## config.mk

```make
export PLATFORM = sky130hd
export DESIGN_NAME = err_status_bank
export DESIGN_NICKNAME = d
export VERILOG_FILES = /design/src/rtl/err_status_bank.sv
export SDC_FILE = /design/constraint.sdc
export NUM_CORES = 1
export LEC_CHECK = 0
export BUFFER_PORTS_ARGS = -buffer_cell sky130_fd_sc_hd__buf_4
export CORE_UTILIZATION = 25
export CTS_BUF_LIST = sky130_fd_sc_hd__clkbuf_4
export CTS_CLUSTER_SIZE = 28
export DETAILED_ROUTE_END_ITERATION = 12
export SKIP_CTS_REPAIR_TIMING = 1
export SYNTH_ARGS = -nofsm -noshare
export SYNTH_HDL_FRONTEND = slang
export SYNTH_SLANG_ARGS = --single-unit
export TNS_END_PERCENT = 5
```

## constraint.sdc

```tcl
create_clock -name clk -period 1.22 [get_ports clk]
set_clock_uncertainty 0.2 [all_clocks]
set_input_delay 0.061 -clock clk [delete_from_list [all_inputs] [get_ports clk]]
set_output_delay 0.061 -clock clk [all_outputs]
set_load 0.05 [all_outputs]
```

## src/rtl/err_status_bank.sv

```systemverilog
module err_status_bank #(
  parameter int              AW   = 8,
  parameter logic [AW-1:0]   BASE = 8'h75
) (
  input  logic          clk,
  input  logic          rst,
  input  logic [7:0]    ev_lo,
  input  logic [7:0]    ev_mid,
  input  logic [6:0]    ev_hi,
  input  logic          cfg_err,
  input  logic          cfg_nomem,
  input  logic          soft_rst,
  input  logic          busy_bus,
  input  logic          busy_conv,
  input  logic          rd_stb,
  input  logic [AW-1:0] rd_addr,
  output logic [7:0]    rd_data
);

  localparam logic [AW-1:0] A1 = BASE + AW'(1);
  localparam logic [AW-1:0] A2 = BASE + AW'(2);
  localparam int            CFG = 6;

  logic [7:0] st_lo, st_mid;
  logic [6:0] st_hi;
  logic       nomem_q;
  logic [7:0] clr_lo, set_lo;

  wire hit_lo  = rd_stb && (rd_addr == BASE);
  wire hit_mid = rd_stb && (rd_addr == A1);
  wire hit_hi  = rd_stb && (rd_addr == A2);
  wire live    = busy_bus | busy_conv;

  assign set_lo = {ev_lo[7], cfg_err, ev_lo[5:0]};

  always_comb begin
    clr_lo = (hit_lo || soft_rst) ? 8'hFF : 8'h00;
    if (soft_rst && nomem_q && !hit_lo) clr_lo[CFG] = 1'b0;
  end

  wire [7:0] clr_mid = (hit_mid || soft_rst) ? 8'hFF : 8'h00;
  wire [6:0] clr_hi  = (hit_hi  || soft_rst) ? 7'h7F : 7'h00;

  always_ff @(posedge clk) begin
    if (rst) begin
      st_lo   <= '0;
      st_mid  <= '0;
      st_hi   <= '0;
      nomem_q <= 1'b0;
      rd_data <= '0;
    end else begin
      st_lo   <= (st_lo  & ~clr_lo)  | set_lo;
      st_mid  <= (st_mid & ~clr_mid) | ev_mid;
      st_hi   <= (st_hi  & ~clr_hi)  | ev_hi;
      nomem_q <= nomem_q | (cfg_err & cfg_nomem);
      if (rd_stb) begin
        if (hit_lo)       rd_data <= st_lo;
        else if (hit_mid) rd_data <= st_mid;
        else if (hit_hi)  rd_data <= {live, st_hi};
        else              rd_data <= 8'h00;
      end
    end
  end


  rd_hold_chk: assert property (@(posedge clk) disable iff (rst)
    (!$past(rd_stb) && !$past(rst)) |-> $stable(rd_data));


  evt_wins_chk: assert property (@(posedge clk) disable iff (rst)
    (ev_mid != 8'h00) |=> ((st_mid & $past(ev_mid)) == $past(ev_mid)));


  cfg_persist_chk: assert property (@(posedge clk) disable iff (rst)
    (soft_rst && nomem_q && st_lo[CFG] && !hit_lo) |=> st_lo[CFG]);


  live_bit_chk: assert property (@(posedge clk) disable iff (rst)
    hit_hi |=> (rd_data[7] == $past(live)));


  rd_clear_chk: assert property (@(posedge clk) disable iff (rst)
    (hit_lo && !soft_rst && ev_mid == 8'h00) |=> $stable(st_mid));


  reset_clear_chk: assert property (@(posedge clk) disable iff (rst)
    $past(rst) |-> (st_lo == 8'h00 && st_mid == 8'h00 && st_hi == 7'h00 && !nomem_q));

endmodule

```

==> results of run 1 <==
flip-flops by register name (all words and copies together) (netlist names):
register and count:
st_lo 8, rd_data 8, nomem_q 1, st_mid 8, st_hi 7
metal layers:
layer	wire length [microns]	part of all wire	up-vias
met1	1890	0.47	599
met2	1920	0.48	26
met3	176	0.044	0
met4	0	0	0
met5	0	0	-
li1	-	-	682
placed cells by master (no fill, tap or decap), types with 2 or more instances in the layout:
cell | Yosys | final
o2bb2ai_1 | 14 | 14
dfxtp_1 | 32 | 31
buf_4 | 0 | 58
a22oi_1 | 7 | 3
nor2b_1 | 2 | 2
clkinv_1 | 1 | 3
nand2b_1 | 2 | 2
dlygate4sd3_1 | 0 | 27
nor2_1 | 3 | 3
clkbuf_4 | 0 | 5
a22o_1 | 7 | 7
mux2_2 | 7 | 7
nand3_1 | 2 | 2
a21oi_1 | 16 | 16
a22oi_2 | 0 | 4
o32ai_1 | 8 | 8
inv_1 | 10 | 10
power groups by stage:
stage          Clock [mW]  Combinational (mW)  Sequential [mW]
2_1_floorplan           0               0.185             1.16
3_3_place_gp            0               0.336             1.18
3_5_place_dp            0               0.340             1.18
4_1_cts             0.800               0.342             1.15
5_1_grt             0.844               0.456             1.16
6_report            0.780               0.417             1.16
synthesized netlist by cell type, drive strengths merged:
| library cell | instances |
|---|---|
| nor2 | 3 |
| and4bb | 1 |
| mux2 | 7 |
| o32ai | 8 |
| clkbuf | 2 |
| nand4bb | 1 |
| o21ai | 1 |
| dfxtp | 32 |
| o311ai | 1 |
| nand3 | 2 |
| buf | 5 |
| a22oi | 7 |
| inv | 10 |
| clkinv | 1 |
| nor3b | 1 |
| a21oi | 16 |
| nand2b | 2 |
| o21a | 1 |
| a311oi | 2 |
| o2bb2ai | 14 |
| a22o | 7 |
| dlymetal6s2s | 1 |
| and3 | 1 |
| a2bb2oi | 1 |
| o31a | 1 |
| nor2b | 2 |
worst reg2reg max path, stage by stage, from the launching register on:
cell,delay [ns]
dfxtp_2,0.34
mux2_2,0.27
a22oi_2,0.17
o32ai_1,0.10
logic make-up (layout without fill, tap and decap cells):
family / after synthesis / in the layout / synth area share
mux: 7 / 7 / 0.0567
compound gates: 59 / 59 / 0.331
flops: 32 / 32 / 0.461
simple gates: 13 / 13 / 0.0639
buf+inv: 19 / 105 / 0.0873
final timing paths:
kind         startpoint          to  slack, ns  depth (start not counted)
max            st_hi[4]  rd_data[4]       0.03                          3
min                 rst    st_lo[6]      -0.17                          2
max reg2reg    st_hi[4]  rd_data[4]       0.03                          3
min reg2reg    st_hi[4]    st_hi[4]       0.28                          1
per-stage QoR:
step	utilization	area, sq um	hold WS (ns)
after detailed placement	0.354	1850	0.0765
after global placement	0.354	1850	0.0760
after floorplan	-	1390	-0.0149
after global routing	0.424	2220	-0.185
final	0.424	2220	-0.173
after CTS	0.368	1930	-0.278
area by class of cell:
type,instances,area [sq um],share of cell area
well taps,70,87.6,0.0395
inverters,11,41.3,0.0186
clock inverters,3,37.5,0.0169
flip-flops and latches,32,642,0.289
repair buffers,86,726,0.327
multi-input cells,79,648,0.292
clock buffers,5,37.5,0.0169
==> flow_metrics.py, run 1 <==
metrics = {
    "placed_design": {
        "portBuffers": 45,
        "pre_cts_ws_ns": -0.112,
        "dpl.cell_count": 251,
        "gp_congestion": 0.768,
        "hpwl_microns": 2790,
    },
    "floorplanning": {
        "start_util": 0.265,
        "chipWidth_microns": 76.6,
        "die-area_sq_um": 5860,
        "die_y_microns": 76.6,
        "coreArea_sq_um": 5240,
        "rows": 26,
        "ioPinCount": 47,
    },
    "setup_path": {
        "worst_path_max_delay_cell": "dfxtp_2",
        "cpLargestDelayFamily": "flip-flops",
        "arrival_ns": 1.20,
        "critPathCaptureType": "flip-flop",
        "start_kind": "flip-flop",
        "crit_chain": "mux2_2 > a22oi_2 > o32ai_1",
        "cp_max_fo": 3,
        "critPathMaxStageDelay_ns": 0.34,
        "required_ns": 1.24,
        "path_class": "reg2reg",
        "crit_buf_inv": 0,
    },
    "synth": {
        "synth.cell_area_sq_um": 1390,
        "synth_warnings": 0,
        "syn-num-nets": 169,
        "netlist_instances": 130,
        "synthDistinctLibCells": 29,
        "synth_top_area_share": 0.461,
        "syn_avg_cell_area_sq_um": 10.7,
        "synth_area_leaders": "dfxtp_1 (46%), o2bb2ai_1 (8.8%), a21oi_1 (5.8%)",
        "ys_seq_elements": 32,
        "ys_seq_area_frac": 0.461,
        "yosysTopAreaCell": "dfxtp_1",
    },
    "flow_run": {
        "cap_violations": 0,
    },
    "grt": {
        "grt_first_pass_wirelength_microns": 6120,
        "grt_pass1_vias": 1230,
        "grt_use_met3": 0.0491,
        "grt_use_total": 0.137,
        "met1_usage": 0.175,
        "globalRouteMet2Util": 0.224,
        "grt-busiest-layer": "met2",
        "grt_overflow": 0,
        "grt_max_degree": 16,
        "antenna_found_initial": 0,
    },
    "detailed_routing": {
        "vias": 1307,
        "drcViolationCount": 0,
        "drt_first_pass_iters": 4,
        "postRouteAntennaNets": 0,
        "routedWlPerCell_microns": 14.0,
        "finalWirelength_microns": 3990,
        "drt_iter0_drc": 57,
        "vias_per_cell": 4.57,
    },
    "sta": {
        "fin_hold_ws_ns": -0.173,
        "setup_viol": 0,
        "fmax_mhz": 844,
        "period_share": 0.972,
        "finalHoldViolations": 10,
        "fin_ws_ns": 0.0345,
        "slew_headroom": 0.561,
        "worst_slew_pin_slew_ns": 0.658,
        "finalSetupTns_ns": 0,
        "layout_min_cycle_time_ns": 1.19,
        "maxSlewViolCount": 0,
    },
    "outcome": {
        "status": "finished, violations left",
        "violations": "negative hold slack",
    },
    "layout": {
        "drive_above_1_share": 0.370,
        "fill_cells": 506,
        "fin_nets": 254,
        "diodes": 0,
        "syn2layout_area_growth_pct": 59.7,
        "fin_cells": 286,
    },
    "clock_network": {
        "path_clk_slew_ns": 0.10,
        "insertion_delay_ns": 0.33,
        "clockRootBuffer": "clkbuf_4",
        "clockBufferDepth": 2,
        "clkSinkCount": 32,
        "cts_max_level": 2,
        "cts_buffers": 5,
        "cts_tree": "yes",
    },
    "pwr": {
        "cellPowerDensity_nw_per_um2": 1060,
        "vdd_drop_max_v": 0.000599,
        "swShare": 0.242,
        "p_total_mw": 2.36,
        "combPwrFrac": 0.177,
        "p_seq_frac": 0.491,
        "pwr-share-clk": 0.331,
        "power.switching_mw": 0.569,
        "p_leak_nw": 0.887,
        "p_int_mw": 1.79,
    },
    "hold_path": {
        "hold_class": "in2reg",
    },
}
(Power assumes the default switching activity.)
==> run 2, diff against run 1 <==
- CAP_MARGIN: default -> 20
- CTS_BUF_LIST: sky130_fd_sc_hd__clkbuf_4 -> default
==> flow_metrics.py, run 2 (synthesis gave the netlist of run 1 again) <==
metrics = {
    "detailed_routing": {
        "drt_iter0_drc": 51,
        "drcViolationCount": 0,
        "vias": 1311,
        "drt_first_pass_iters": 4,
        "postRouteAntennaNets": 0,
        "vias_per_cell": 4.63,
        "finalWirelength_microns": 3930,
        "routedWlPerCell_microns": 13.9,
    },
    "setup_path": {
        "worst_r2r_path_depth": 3,
        "start_kind": "flip-flop",
        "worst_path_max_delay_cell": "dfxtp_2",
        "cp_max_fo": 3,
        "r2r_slack_ns": 0.04,
        "critPathMaxStageDelay_ns": 0.33,
        "path_class": "reg2reg",
        "r2r_start": "st_hi[4]",
        "r2r_end": "rd_data[4]",
        "crit_chain": "mux2_2 > a22oi_2 > o32ai_1",
        "arrival_ns": 1.15,
        "required_ns": 1.19,
        "critPathCaptureType": "flip-flop",
    },
    "clock_network": {
        "clockRootBuffer": "clkbuf_8",
        "cts_max_level": 2,
        "path_clk_slew_ns": 0.07,
        "cts_buffers": 5,
        "clockBufferDepth": 2,
        "cts_tree": "yes",
        "clkSinkCount": 32,
        "insertion_delay_ns": 0.28,
    },
    "floorplanning": {
        "coreArea_sq_um": 5240,
        "die-area_sq_um": 5860,
        "rows": 26,
        "ioPinCount": 47,
        "die_y_microns": 76.6,
        "start_util": 0.265,
        "chipWidth_microns": 76.6,
    },
    "placed_design": {
        "portBuffers": 45,
        "pre_cts_ws_ns": -0.112,
        "gp_congestion": 0.768,
        "hpwl_microns": 2790,
    },
    "pwr": {
        "pwr-share-clk": 0.416,
        "p_seq_frac": 0.432,
        "power.switching_mw": 0.596,
        "p_leak_nw": 0.899,
        "p_int_mw": 2.08,
        "combPwrFrac": 0.152,
        "vdd_drop_max_v": 0.000610,
        "swShare": 0.223,
        "cellPowerDensity_nw_per_um2": 1200,
    },
    "sta": {
        "layout_min_cycle_time_ns": 1.18,
        "fmax_mhz": 849,
        "fin_hold_ws_ns": -0.119,
        "maxSlewViolCount": 0,
        "finalHoldViolations": 14,
        "slew_headroom": 0.584,
        "period_share": 0.966,
        "fin_ws_ns": 0.0415,
        "worst_slew_pin_slew_ns": 0.623,
        "finalSetupTns_ns": 0,
        "setup_viol": 0,
        "rsz0062_at_grt": "false",
    },
    "hold_path": {
        "hold_path_end": "st_lo[6]",
        "hold_class": "in2reg",
        "holdPathStages": 2,
        "hp-start": "rst",
    },
    "layout": {
        "multi_input_area_sq_um": 643,
        "syn2layout_area_growth_pct": 60.8,
        "largestRegisters": "rd_data: 8 flops, st_lo: 8 flops, st_mid: 8 flops",
        "diodes": 0,
        "fin_nets": 251,
        "fill_cells": 502,
        "final_common_cell": "buf_4",
        "fin_util": 0.427,
        "seq_area_sq_um": 642,
        "drive_above_1_share": 0.380,
        "final_cell_mix": "buf_4 (58), dfxtp_1 (31), dlygate4sd3_1 (24)",
    },
    "grt": {
        "grt_first_pass_wirelength_microns": 6080,
        "antenna_found_initial": 0,
        "grt_overflow": 0,
        "grt_pass1_vias": 1218,
        "grt_max_degree": 16,
        "grt_use_total": 0.136,
    },
    "flow_run": {
        "cap_violations": 0,
    },
    "outcome": {
        "violations": "negative hold slack",
        "status": "finished, violations left",
    },
}
==> run 2: cell types whose count changed in the layout (fill, tap and decap cells not counted) <==
cell and change:
clkbuf_8 +7, clkbuf_4 -5, dlygate4sd3_1 -3, a22oi_1 +1, clkinv_1 -2, a22oi_2 -1
==> run 2: final cells by class <==
cell class,count,area share
Clock buffer,7,0.0431
Multi-Input combinational cell,79,0.288
Sequential cell,32,0.287
Inverter,11,0.0185
Clock inverter,1,0.0134
Tap cell,70,0.0392
Timing Repair Buffer,83,0.311
==> run 2: power by group through the flow <==
stage | Clock [mW] | Combinational (mW) | Sequential (mW)
2_1_floorplan | 0 | 0.185 | 1.16
3_3_place_gp | 0 | 0.336 | 1.18
3_5_place_dp | 0 | 0.340 | 1.18
4_1_cts | 1.13 | 0.341 | 1.15
5_1_grt | 1.17 | 0.444 | 1.16
6_report | 1.11 | 0.407 | 1.16
==> run 2: per-stage QoR <==
stage / instance area, sq um / instances / total power, mW
final: 2240 / 283 / 2.68
after global routing: 2240 / 283 / 2.77
after CTS: 1980 / 259 / 2.63
after detailed placement: 1850 / 251 / 1.52
after global placement: 1850 / 251 / 1.51
after floorplan: 1390 / 130 / 1.35
==> run 2: critical path: cells and delay by family, from the launching register on <==
| family | cells | cell delay, ns |
|---|---|---|
| AO/OA/AOI/OAI | 2 | 0.27 |
| flip-flops | 1 | 0.33 |
| multiplexers | 1 | 0.26 |
==> run 2: worst max-delay path by stage <==
stage	startpoint	endpoint	slack, ns	depth (start not counted)
4_1_cts	st_hi[4]	rd_data[4]	0.02	3
6_report	st_hi[4]	rd_data[4]	0.04	3
3_3_place_gp	rd_addr[3]	st_lo[3]	-0.08	4
3_5_place_dp	rd_addr[3]	st_lo[1]	-0.11	4
2_1_floorplan	rd_data[5]	rd_data[5]	0.002	2
5_1_grt	st_hi[0]	rd_data[0]	0.007	3
==> run 2: per-layer routing <==
layer / up-vias / wire (microns) / track usage
li1: 670 / - / -
met1: 610 / 1880 / 0.175
met2: 31 / 1870 / 0.220
met3: 0 / 183 / 0.0455
met4: 0 / 0 / 0.0288
met5: - / 0 / 0
==> run 3, diff against run 2 <==
- ABC_AREA: default -> 1
- CORE_UTILIZATION: 25 -> 40
- PLACE_DENSITY: default -> 0.68
==> flow_metrics.py, run 3 <==
metrics = {
    "pwr": {
        "p_seq_frac": 0.489,
        "p_int_mw": 1.73,
        "p_leak_nw": 1.15,
        "power.switching_mw": 0.615,
        "swShare": 0.262,
        "combPwrFrac": 0.190,
        "vdd_drop_max_v": 0.000737,
        "pwr-share-clk": 0.321,
        "cellPowerDensity_nw_per_um2": 1010,
    },
    "placed_design": {
        "portBuffers": 45,
        "hpwl_microns": 2570,
        "gp_congestion": 0.796,
    },
    "sta": {
        "fmax_mhz": 894,
        "finalHoldViolations": 0,
        "finalSetupTns_ns": 0,
        "slew_headroom": 0.705,
        "rsz0062_at_grt": "false",
        "period_share": 0.916,
        "maxSlewViolCount": 0,
        "setup_viol": 0,
        "layout_min_cycle_time_ns": 1.12,
        "worst_slew_pin_slew_ns": 0.441,
    },
    "layout": {
        "largestRegisters": "rd_data: 8 flops, st_lo: 8 flops, st_mid: 8 flops",
        "final_common_cell": "buf_4",
        "fin_util": 0.668,
        "diodes": 0,
        "fin_nets": 319,
        "final_cell_mix": "buf_4 (50), dfxtp_1 (32), nand3_1 (31)",
        "syn2layout_area_growth_pct": 55.0,
        "drive_above_1_share": 0.268,
    },
    "grt": {
        "grt_max_degree": 23,
        "grt_pass1_vias": 1280,
        "grt_first_pass_wirelength_microns": 5690,
        "antenna_found_initial": 0,
        "grt_overflow": 0,
        "grt_use_total": 0.187,
    },
    "synth": {
        "syn_avg_cell_area_sq_um": 7.47,
        "synth_edf_count": 0,
        "synth.cell_area_sq_um": 1490,
        "ys_seq_elements": 32,
        "synth_top_area_share": 0.429,
        "synth_most_common_cell": "dfxtp_1",
        "yosysTopAreaCell": "dfxtp_1",
        "syn-num-nets": 239,
        "ys_seq_area_frac": 0.429,
        "synth_warnings": 0,
        "async_flop_share": 0,
        "synth_area_leaders": "dfxtp_1 (43%), nand3_1 (10%), a21oi_1 (8.0%)",
        "synth_top_flop_cell": "dfxtp_1",
        "synthDistinctLibCells": 19,
        "synth_common_cells": "dfxtp_1 (32), nand3_1 (31), inv_1 (28)",
        "netlist_instances": 200,
    },
    "outcome": {
        "status": "completed",
    },
    "detailed_routing": {
        "drt_first_pass_iters": 4,
        "vias_per_cell": 4.90,
        "drcViolationCount": 0,
        "routedWlPerCell_microns": 12.1,
        "vias": 1597,
        "finalWirelength_microns": 3950,
        "drt_iter0_drc": 97,
        "postRouteAntennaNets": 0,
    },
    "setup_path": {
        "start_kind": "input pin",
        "critPathCaptureType": "flip-flop",
        "path_class": "in2reg",
        "arrival_ns": 1.07,
        "cp_max_fo": 12,
        "required_ns": 1.17,
    },
    "hold_path": {
        "hold_class": "in2reg",
    },
    "floorplanning": {
        "die-area_sq_um": 3980,
        "die_y_microns": 63.1,
        "rows": 21,
        "chipWidth_microns": 63.1,
        "ioPinCount": 47,
        "start_util": 0.431,
        "coreArea_sq_um": 3470,
    },
    "clock_network": {
        "clockBufferDepth": 2,
        "cts_buffers": 5,
        "clockRootBuffer": "clkbuf_8",
        "cts_max_level": 2,
        "path_clk_slew_ns": 0.06,
        "insertion_delay_ns": 0.28,
        "clkSinkCount": 32,
        "cts_tree": "yes",
    },
    "flow_run": {
        "cap_violations": 0,
    },
}
==> run 3: metrics by stage <==
step                      worst slack (ns)  power (mW)  cells  cell area (sq um)  hold WS, ns
after global routing                0.0440        2.46    326               2320       0.0603
after CTS                            0.145        2.27    296               2020       -0.185
after global placement            -0.00485        1.53    289               1940        0.112
final                                0.102        2.35    326               2320       0.0498
after floorplan                     0.0960        1.36    200               1490     -0.00503
after detailed placement           -0.0311        1.53    289               1940        0.114
==> run 3: worst paths after layout <==
kind,start,endpoint,slack (ns),cells past startpoint
setup / recovery,rst,st_lo[7],0.10,3
hold / removal,soft_rst,st_lo[4],0.05,5
setup reg to reg,st_lo[6],rd_data[6],0.27,4
hold reg to reg,nomem_q,nomem_q,0.27,2
==> run 3: area by class of cell <==
type,instances,area [sq um]
clock buffers,6,72.6
clock inverters,1,5.00
fillers,335,1150
inverters,31,121
multi-input cells,127,683
flip-flops and latches,32,641
well taps,46,57.6
repair buffers,83,736
==> run 3: per-layer routing <==
| layer | wire (microns) | GRT usage |
|---|---|---|
| met4 | 66 | 0.0959 |
| met1 | 1730 | 0.244 |
| met3 | 174 | 0.0507 |
| met2 | 1980 | 0.281 |
| met5 | 0 | 0 |
==> run 3: cells by family after synthesis <==
family | share of synthesized area
AOI/OAI and AO/OA | 0.107
buffers and inverters | 0.114
DFF | 0.429
and+or+nand+nor | 0.350
==> run 3: worst max-delay path, stage by stage <==
cell,delay (ns)
buf_4,0.10
dlygate4sd3_1,0.83
a21oi_1,0.08
==> run 3: power by group through the flow <==
stage               clock [mW]  sequential (mW)  combinational (mW)
finish                   0.753             1.15               0.445
global route             0.818             1.15               0.484
CTS                      0.759             1.15               0.366
detailed placement           0             1.17               0.365
global placement             0             1.17               0.360
floorplan                    0             1.20               0.163
